===== config.mk =====
export PLATFORM = sky130hd
export DESIGN_NAME = irq_aggregator
export DESIGN_NICKNAME = d
export VERILOG_FILES = /design/src/rtl/irq_agg_pkg.sv /design/src/rtl/irq_trigger.sv /design/src/rtl/irq_sticky.sv /design/src/rtl/irq_pin_drive.sv /design/src/rtl/irq_aggregator.sv
export SDC_FILE = /design/constraint.sdc
export NUM_CORES = 1
export LEC_CHECK = 0
export BUFFER_PORTS_ARGS = -buffer_cell sky130_fd_sc_hd__buf_2
export CORE_MARGIN = 2
export CORE_UTILIZATION = 57
export DETAILED_ROUTE_END_ITERATION = 7
export HOLD_SLACK_MARGIN = 0.06
export PLACE_DENSITY_LB_ADDON = 0.1
export SYNTH_ARGS = -nofsm -noshare
export SYNTH_HDL_FRONTEND = slang
export SYNTH_SLANG_ARGS = --single-unit

===== constraint.sdc =====
create_clock -name clk -period 1.6 [get_ports clk]
set_clock_uncertainty 0.1 [all_clocks]
set_input_delay 0.08 -clock clk [delete_from_list [all_inputs] [get_ports clk]]
set_output_delay 0.08 -clock clk [all_outputs]
set_load 0.05 [all_outputs]

===== src/rtl/irq_agg_pkg.sv =====
package irq_agg_pkg;

    localparam int BANK_W = 8;
    localparam int DATA_W = 8;
    localparam int ADDR_W = 4;

    typedef enum logic [1:0] {
        TRIG_RISE  = 2'b00,
        TRIG_FALL  = 2'b01,
        TRIG_LEVEL = 2'b10,
        TRIG_RSVD  = 2'b11
    } trig_mode_e;

    typedef enum logic [1:0] {
        PIN_HIGH = 2'b00,
        PIN_LOW  = 2'b01,
        PIN_OPEN = 2'b10,
        PIN_RSVD = 2'b11
    } pin_mode_e;

    localparam logic [ADDR_W-1:0] A_STAT_A  = 4'd0;
    localparam logic [ADDR_W-1:0] A_STAT_B  = 4'd1;
    localparam logic [ADDR_W-1:0] A_MASK_A  = 4'd2;
    localparam logic [ADDR_W-1:0] A_MODE_HI = 4'd3;
    localparam logic [ADDR_W-1:0] A_MODE_LO = 4'd4;
    localparam logic [ADDR_W-1:0] A_MASK_B  = 4'd5;
    localparam logic [ADDR_W-1:0] A_PIN_CTL = 4'd6;

    typedef struct packed {
        logic [BANK_W-1:0] mask;
        logic [BANK_W-1:0] mode_hi;
        logic [BANK_W-1:0] mode_lo;
    } bank_cfg_t;

    function automatic logic trig_hit(trig_mode_e m, logic now, logic was);
        logic r;
        case (m)
            TRIG_RISE:  r = now & ~was;
            TRIG_FALL:  r = ~now & was;
            TRIG_LEVEL: r = now;
            default:    r = 1'b0;
        endcase
        return r;
    endfunction

endpackage


===== src/rtl/irq_trigger.sv =====
module irq_trigger
    import irq_agg_pkg::*;
#(
    parameter int W = 8
) (
    input  logic         clk,
    input  logic         rst,
    input  logic [W-1:0] src,
    input  logic [W-1:0] mode_hi,
    input  logic [W-1:0] mode_lo,
    output logic [W-1:0] hit
);

    logic [W-1:0] prev_q;

    always_ff @(posedge clk) begin
        if (rst) prev_q <= '0;
        else     prev_q <= src;
    end

    for (genvar gi = 0; gi < W; gi++) begin : g_bit
        assign hit[gi] = trig_hit(trig_mode_e'({mode_hi[gi], mode_lo[gi]}),
                                  src[gi], prev_q[gi]);
    end

endmodule


===== src/rtl/irq_sticky.sv =====
module irq_sticky #(
    parameter int W = 8
) (
    input  logic         clk,
    input  logic         rst,
    input  logic [W-1:0] hit,
    input  logic [W-1:0] mask,
    input  logic         clr,
    output logic [W-1:0] status
);

    logic [W-1:0] status_q;

    always_ff @(posedge clk) begin
        if (rst) status_q <= '0;
        else     status_q <= ((clr ? '0 : status_q) | hit) & mask;
    end

    assign status = status_q;

    AST_STICKY_HOLD: assert property (@(posedge clk) disable iff (rst)
        (!clr && $stable(mask)) |=> ((($past(status_q) & $past(mask)) & ~status_q) == '0));

    AST_READ_RACE_KEEP: assert property (@(posedge clk) disable iff (rst)
        clr |=> ((($past(hit) & $past(mask)) & ~status_q) == '0));

endmodule


===== src/rtl/irq_pin_drive.sv =====
module irq_pin_drive
    import irq_agg_pkg::*;
(
    input  pin_mode_e ctl,
    input  logic      active,
    output logic      pin,
    output logic      oe
);

    always_comb begin
        case (ctl)
            PIN_LOW: begin
                pin = ~active;
                oe  = 1'b1;
            end
            PIN_OPEN: begin
                pin = 1'b0;
                oe  = active;
            end
            default: begin
                pin = active;
                oe  = 1'b1;
            end
        endcase
    end

endmodule


===== src/rtl/irq_aggregator.sv =====
module irq_aggregator
    import irq_agg_pkg::*;
(
    input  logic              clk,
    input  logic              rst,
    input  logic [ADDR_W-1:0] bus_addr,
    input  logic              bus_wr,
    input  logic              bus_rd,
    input  logic [DATA_W-1:0] bus_wdata,
    output logic [DATA_W-1:0] bus_rdata,
    input  logic [BANK_W-1:0] src_a,
    input  logic [BANK_W-1:0] src_b,
    output logic              irq_pin,
    output logic              irq_oe
);

    localparam logic [BANK_W-1:0] RISE_ONLY = '0;

    bank_cfg_t         cfg_a;
    logic [BANK_W-1:0] mask_b;
    pin_mode_e         pin_ctl;
    logic [DATA_W-1:0] rdata_q;
    logic [DATA_W-1:0] rd_mux;
    logic [BANK_W-1:0] hit_a, hit_b, stat_a, stat_b;
    logic              rd_stat_a, rd_stat_b, irq_any;

    assign rd_stat_a = bus_rd && (bus_addr == A_STAT_A);
    assign rd_stat_b = bus_rd && (bus_addr == A_STAT_B);

    irq_trigger #(.W(BANK_W)) u_trig_a (
        .clk(clk), .rst(rst), .src(src_a),
        .mode_hi(cfg_a.mode_hi), .mode_lo(cfg_a.mode_lo), .hit(hit_a)
    );

    irq_trigger #(.W(BANK_W)) u_trig_b (
        .clk(clk), .rst(rst), .src(src_b),
        .mode_hi(RISE_ONLY), .mode_lo(RISE_ONLY), .hit(hit_b)
    );

    irq_sticky #(.W(BANK_W)) u_stat_a (
        .clk(clk), .rst(rst), .hit(hit_a), .mask(cfg_a.mask),
        .clr(rd_stat_a), .status(stat_a)
    );

    irq_sticky #(.W(BANK_W)) u_stat_b (
        .clk(clk), .rst(rst), .hit(hit_b), .mask(mask_b),
        .clr(rd_stat_b), .status(stat_b)
    );

    always_ff @(posedge clk) begin
        if (rst) begin
            cfg_a   <= '0;
            mask_b  <= '0;
            pin_ctl <= PIN_HIGH;
        end else if (bus_wr) begin
            case (bus_addr)
                A_MASK_A:  cfg_a.mask    <= bus_wdata;
                A_MODE_HI: cfg_a.mode_hi <= bus_wdata;
                A_MODE_LO: cfg_a.mode_lo <= bus_wdata;
                A_MASK_B:  mask_b        <= bus_wdata;
                A_PIN_CTL: pin_ctl       <= pin_mode_e'(bus_wdata[1:0]);
                default: ;
            endcase
        end
    end

    always_comb begin
        case (bus_addr)
            A_STAT_A:  rd_mux = stat_a & cfg_a.mask;
            A_STAT_B:  rd_mux = stat_b & mask_b;
            A_MASK_A:  rd_mux = cfg_a.mask;
            A_MODE_HI: rd_mux = cfg_a.mode_hi;
            A_MODE_LO: rd_mux = cfg_a.mode_lo;
            A_MASK_B:  rd_mux = mask_b;
            A_PIN_CTL: rd_mux = {{(DATA_W-2){1'b0}}, pin_ctl};
            default:   rd_mux = '0;
        endcase
    end

    always_ff @(posedge clk) begin
        if (rst)         rdata_q <= '0;
        else if (bus_rd) rdata_q <= rd_mux;
        else             rdata_q <= '0;
    end

    assign bus_rdata = rdata_q;
    assign irq_any   = (|(stat_a & cfg_a.mask)) | (|(stat_b & mask_b));

    irq_pin_drive u_pin (
        .ctl(pin_ctl), .active(irq_any), .pin(irq_pin), .oe(irq_oe)
    );

    AST_RD_MASKED_A: assert property (@(posedge clk) disable iff (rst)
        rd_stat_a |=> ((bus_rdata & ~$past(cfg_a.mask)) == '0));

    AST_RD_MASKED_B: assert property (@(posedge clk) disable iff (rst)
        rd_stat_b |=> ((bus_rdata & ~$past(mask_b)) == '0));

    AST_RSVD_SILENT: assert property (@(posedge clk) disable iff (rst)
        !rd_stat_a |=> ((stat_a & ~$past(stat_a) & $past(cfg_a.mode_hi & cfg_a.mode_lo)) == '0));

    AST_B_NEEDS_HIGH: assert property (@(posedge clk) disable iff (rst)
        !rd_stat_b |=> ((stat_b & ~$past(stat_b) & ~$past(src_b)) == '0));

    AST_HIGH_ACTIVE: assert property (@(posedge clk) disable iff (rst)
        (pin_ctl == PIN_HIGH && irq_any) |-> irq_pin);

    AST_OPEN_LOW: assert property (@(posedge clk) disable iff (rst)
        (pin_ctl == PIN_OPEN) |-> !irq_pin);

    AST_OE_DRIVEN: assert property (@(posedge clk) disable iff (rst)
        (pin_ctl != PIN_OPEN) |-> irq_oe);

    AST_IDLE_RDATA: assert property (@(posedge clk) disable iff (rst)
        !bus_rd |=> (bus_rdata == '0));

endmodule


==> impl_metrics.ini <==
[synth]
synth_top_area_share_pct = 45.9
yosysTopAreaCell = dfxtp_1
yosysWarnings = 0
synthCells = 366
syn-num-nets = 400
syn_area_sq_um = 3230
synthTopCellsByCount = dfxtp_1 (74), nand2_1 (53), nand3_1 (29)
netlist_top_cells_area = dfxtp_1 (46%), nand2_1 (6.2%), nor2b_1 (5.4%), a22oi_1 (4.6%), nand3_1 (4.5%)
synth_top_flop_cell = dfxtp_1
yosysMostFrequentCell = dfxtp_1
synthArstFlopShare_pct = 0
yosysUniqueCellTypes = 36
synth.avg_cell_area_sq_um = 8.83
synth_seq_area_share_pct = 45.9
synth_edf_count = 0
ys_seq_elements = 74

[worst_setup_path]
crit_slowest_cell = dfxtp_1
end_kind = output pin
critPathBufInv = 2
slowest_delay_ns = 0.32
cp_top_family = flip-flops
crit_chain = a22oi_2, nand4_1, nor3_2, buf_4, mux2_4, buf_6
critPathLaunchType = flop
worstSetupPathType = reg2out
r2r_slack_ns = 0.33
required_ns = 1.42
critical_path_arrival_ns = 1.74
path_max_fanout = 2

[route]
dr.pass1.iters = 5
ant_nets = 0
via_per_inst = 5.65
drt_iter0_markers = 418
vias = 3151
drt_drc_violations_left = 0
wl_mm = 8.84
wl_per_cell_um = 15.8

[cts]
ctsLongestPathBuffers = 2
clock-root-buffer = clkbuf_8
clk_latency_ns = 0.34
cts.sinks = 74
cts-htree-levels = 3
cts.reportedPaths.clkPinSlew_ns = 0.08
cts_tree = yes
tritoncts.num_buffers = 9

[timing]
fin_tns_setup_ns = -0.644
finalCriticalPeriod_ns = 1.92
hold_violations = 0
maxSlewHeadroom_pct = 66.8
period_share_pct = 120
rsz0062_at_grt = true
tightest_slew_ns = 0.499
worst_slack_ns = -0.322
fmax_mhz = 520
slew_viol_final = 0
finalSetupViolCount = 2

[global_routing]
antenna_found_initial = 0
grt_usage_pct = 29.8
grt_pass1_vias = 2968
gr-total-overflow = 0
grt_pass1_wl_mm = 14.4
grt_max_degree = 49

[pwr]
power_w = 0.00371
peakVddDrop_uv = 888
power.static_leakage_nw = 1.71
power.density_nw_per_um2 = 846

[die]
die_w_um = 79.3
dieArea_sq_um = 6290
ioPinCount = 42
rows = 27
initial_core_util_pct = 58.7
die_h_um = 79.3
core_sq_um = 5510

[run_status]
status = finished, violations left
violations = negative setup slack

[placement]
port_buffers = 41
dp_hpwl_mm = 6.10
dpl_cell_area_sq_um = 3770
place_inst = 506
gp_congestion = 0.855

[final_layout]
final_nets = 515
nFillCells = 375
diodes = 0
post-route-util_pct = 79.6
layout-drive-gt1-share_pct = 24.7
areaGrowthSynthToFinish_pct = 35.6
fin_cells = 558
fin_area_sq_um = 4380

[hold_path]
hold_path_class = in2reg

[flow_run]
max-cap-violations = 0
==> state kept, by name, summed over array words and instances, names as in the netlist <==
signal / flops
u_stat_b.status: 8
mask_b: 8
pin_ctl: 2
u_trig_a.prev_q: 8
u_stat_a.status: 8
bus_rdata: 8
u_trig_b.prev_q: 8
cfg_a: 24
==> layer usage <==
metal | up-vias | track usage (%) | routed length, um
li1 | 1538 | - | -
met2 | 116 | 47.3 | 4020
met1 | 1480 | 40.0 | 4060
met5 | - | 0 | 0
met4 | 0 | 11.7 | 150
met3 | 17 | 5.91 | 615
==> final cells by class <==
cell class	count	area [sq um]	area share, %
multi-input cells	257	1620	37.0
flip-flops and latches	74	1480	33.9
repair buffers	121	916	20.9
clock buffers	11	141	3.23
well taps	72	90.1	2.06
inverters	18	67.6	1.54
clock inverters	5	62.6	1.43
==> worst paths after layout <==
| path | startpoint | end | depth (start not counted) |
|---|---|---|---|
| hold / removal | bus_wr | cfg_a[3] | 4 |
| hold reg to reg | cfg_a[10] | cfg_a[10] | 2 |
| setup / recovery | u_stat_b.status[1] | irq_pin | 6 |
| setup reg to reg | cfg_a[9] | u_stat_a.status[1] | 3 |
==> placed cells by master, fill, tap and decap left out, types with 9 or more instances in the layout <==
cell	instances
dfxtp_1	72
nand2_1	52
buf_4	44
buf_2	39
dlygate4sd3_1	33
nand3_1	29
nor2b_1	28
a21oi_1	24
inv_1	18
nor2_1	18
a22oi_1	17
a32oi_1	14
mux2i_1	10
clkbuf_8	10
nand3b_1	9
nand2b_1	9
==> worst reg2reg max path: cells and delay by family (launching register included) <==
family | cells | cell delay [ns]
compound gates | 1 | 0.22
flops | 1 | 0.35
simple gates | 2 | 0.51
==> where the power goes <==
part / internal [W] / total [W] / switching [W]
Clock: 0.000771 / 0.00148 / 0.000705
Sequential: 0.00187 / 0.00189 / 0.0000158
Combinational: 0.000158 / 0.000342 / 0.000184
Total: 0.00280 / 0.00371 / 0.000905
==> kinds of logic (layout without fill, tap and decap cells) <==
kind of cell / after synthesis / after routing / share of synthesized area (%)
mux: 11 / 11 / 3.45
flops: 74 / 74 / 45.9
simple gates: 161 / 161 / 27.3
buf+inv: 35 / 155 / 4.84
compound gates: 83 / 83 / 17.8
fa+ha+maj: 2 / 2 / 0.774
==> through the flow <==
step / setup WS, ns / hold slack [ns]
2_1_floorplan: 0.0991 / 0.0631
3_3_place_gp: -0.0653 / 0.220
3_5_place_dp: -0.0779 / 0.232
4_1_cts: -0.338 / 0.0994
5_1_grt: -0.411 / 0.124
6_report: -0.322 / 0.121
==> repair_timing <==
action / CTS / global route
setup endpoints to repair: 2 / 2
hold buffers: 33 / 0
gates resized for setup: 13 / 3
hold endpoints to repair: 58 / 0
pin swaps: 1 / 2
buffers inserted: 3 / 0
(Power assumes the default switching activity.)
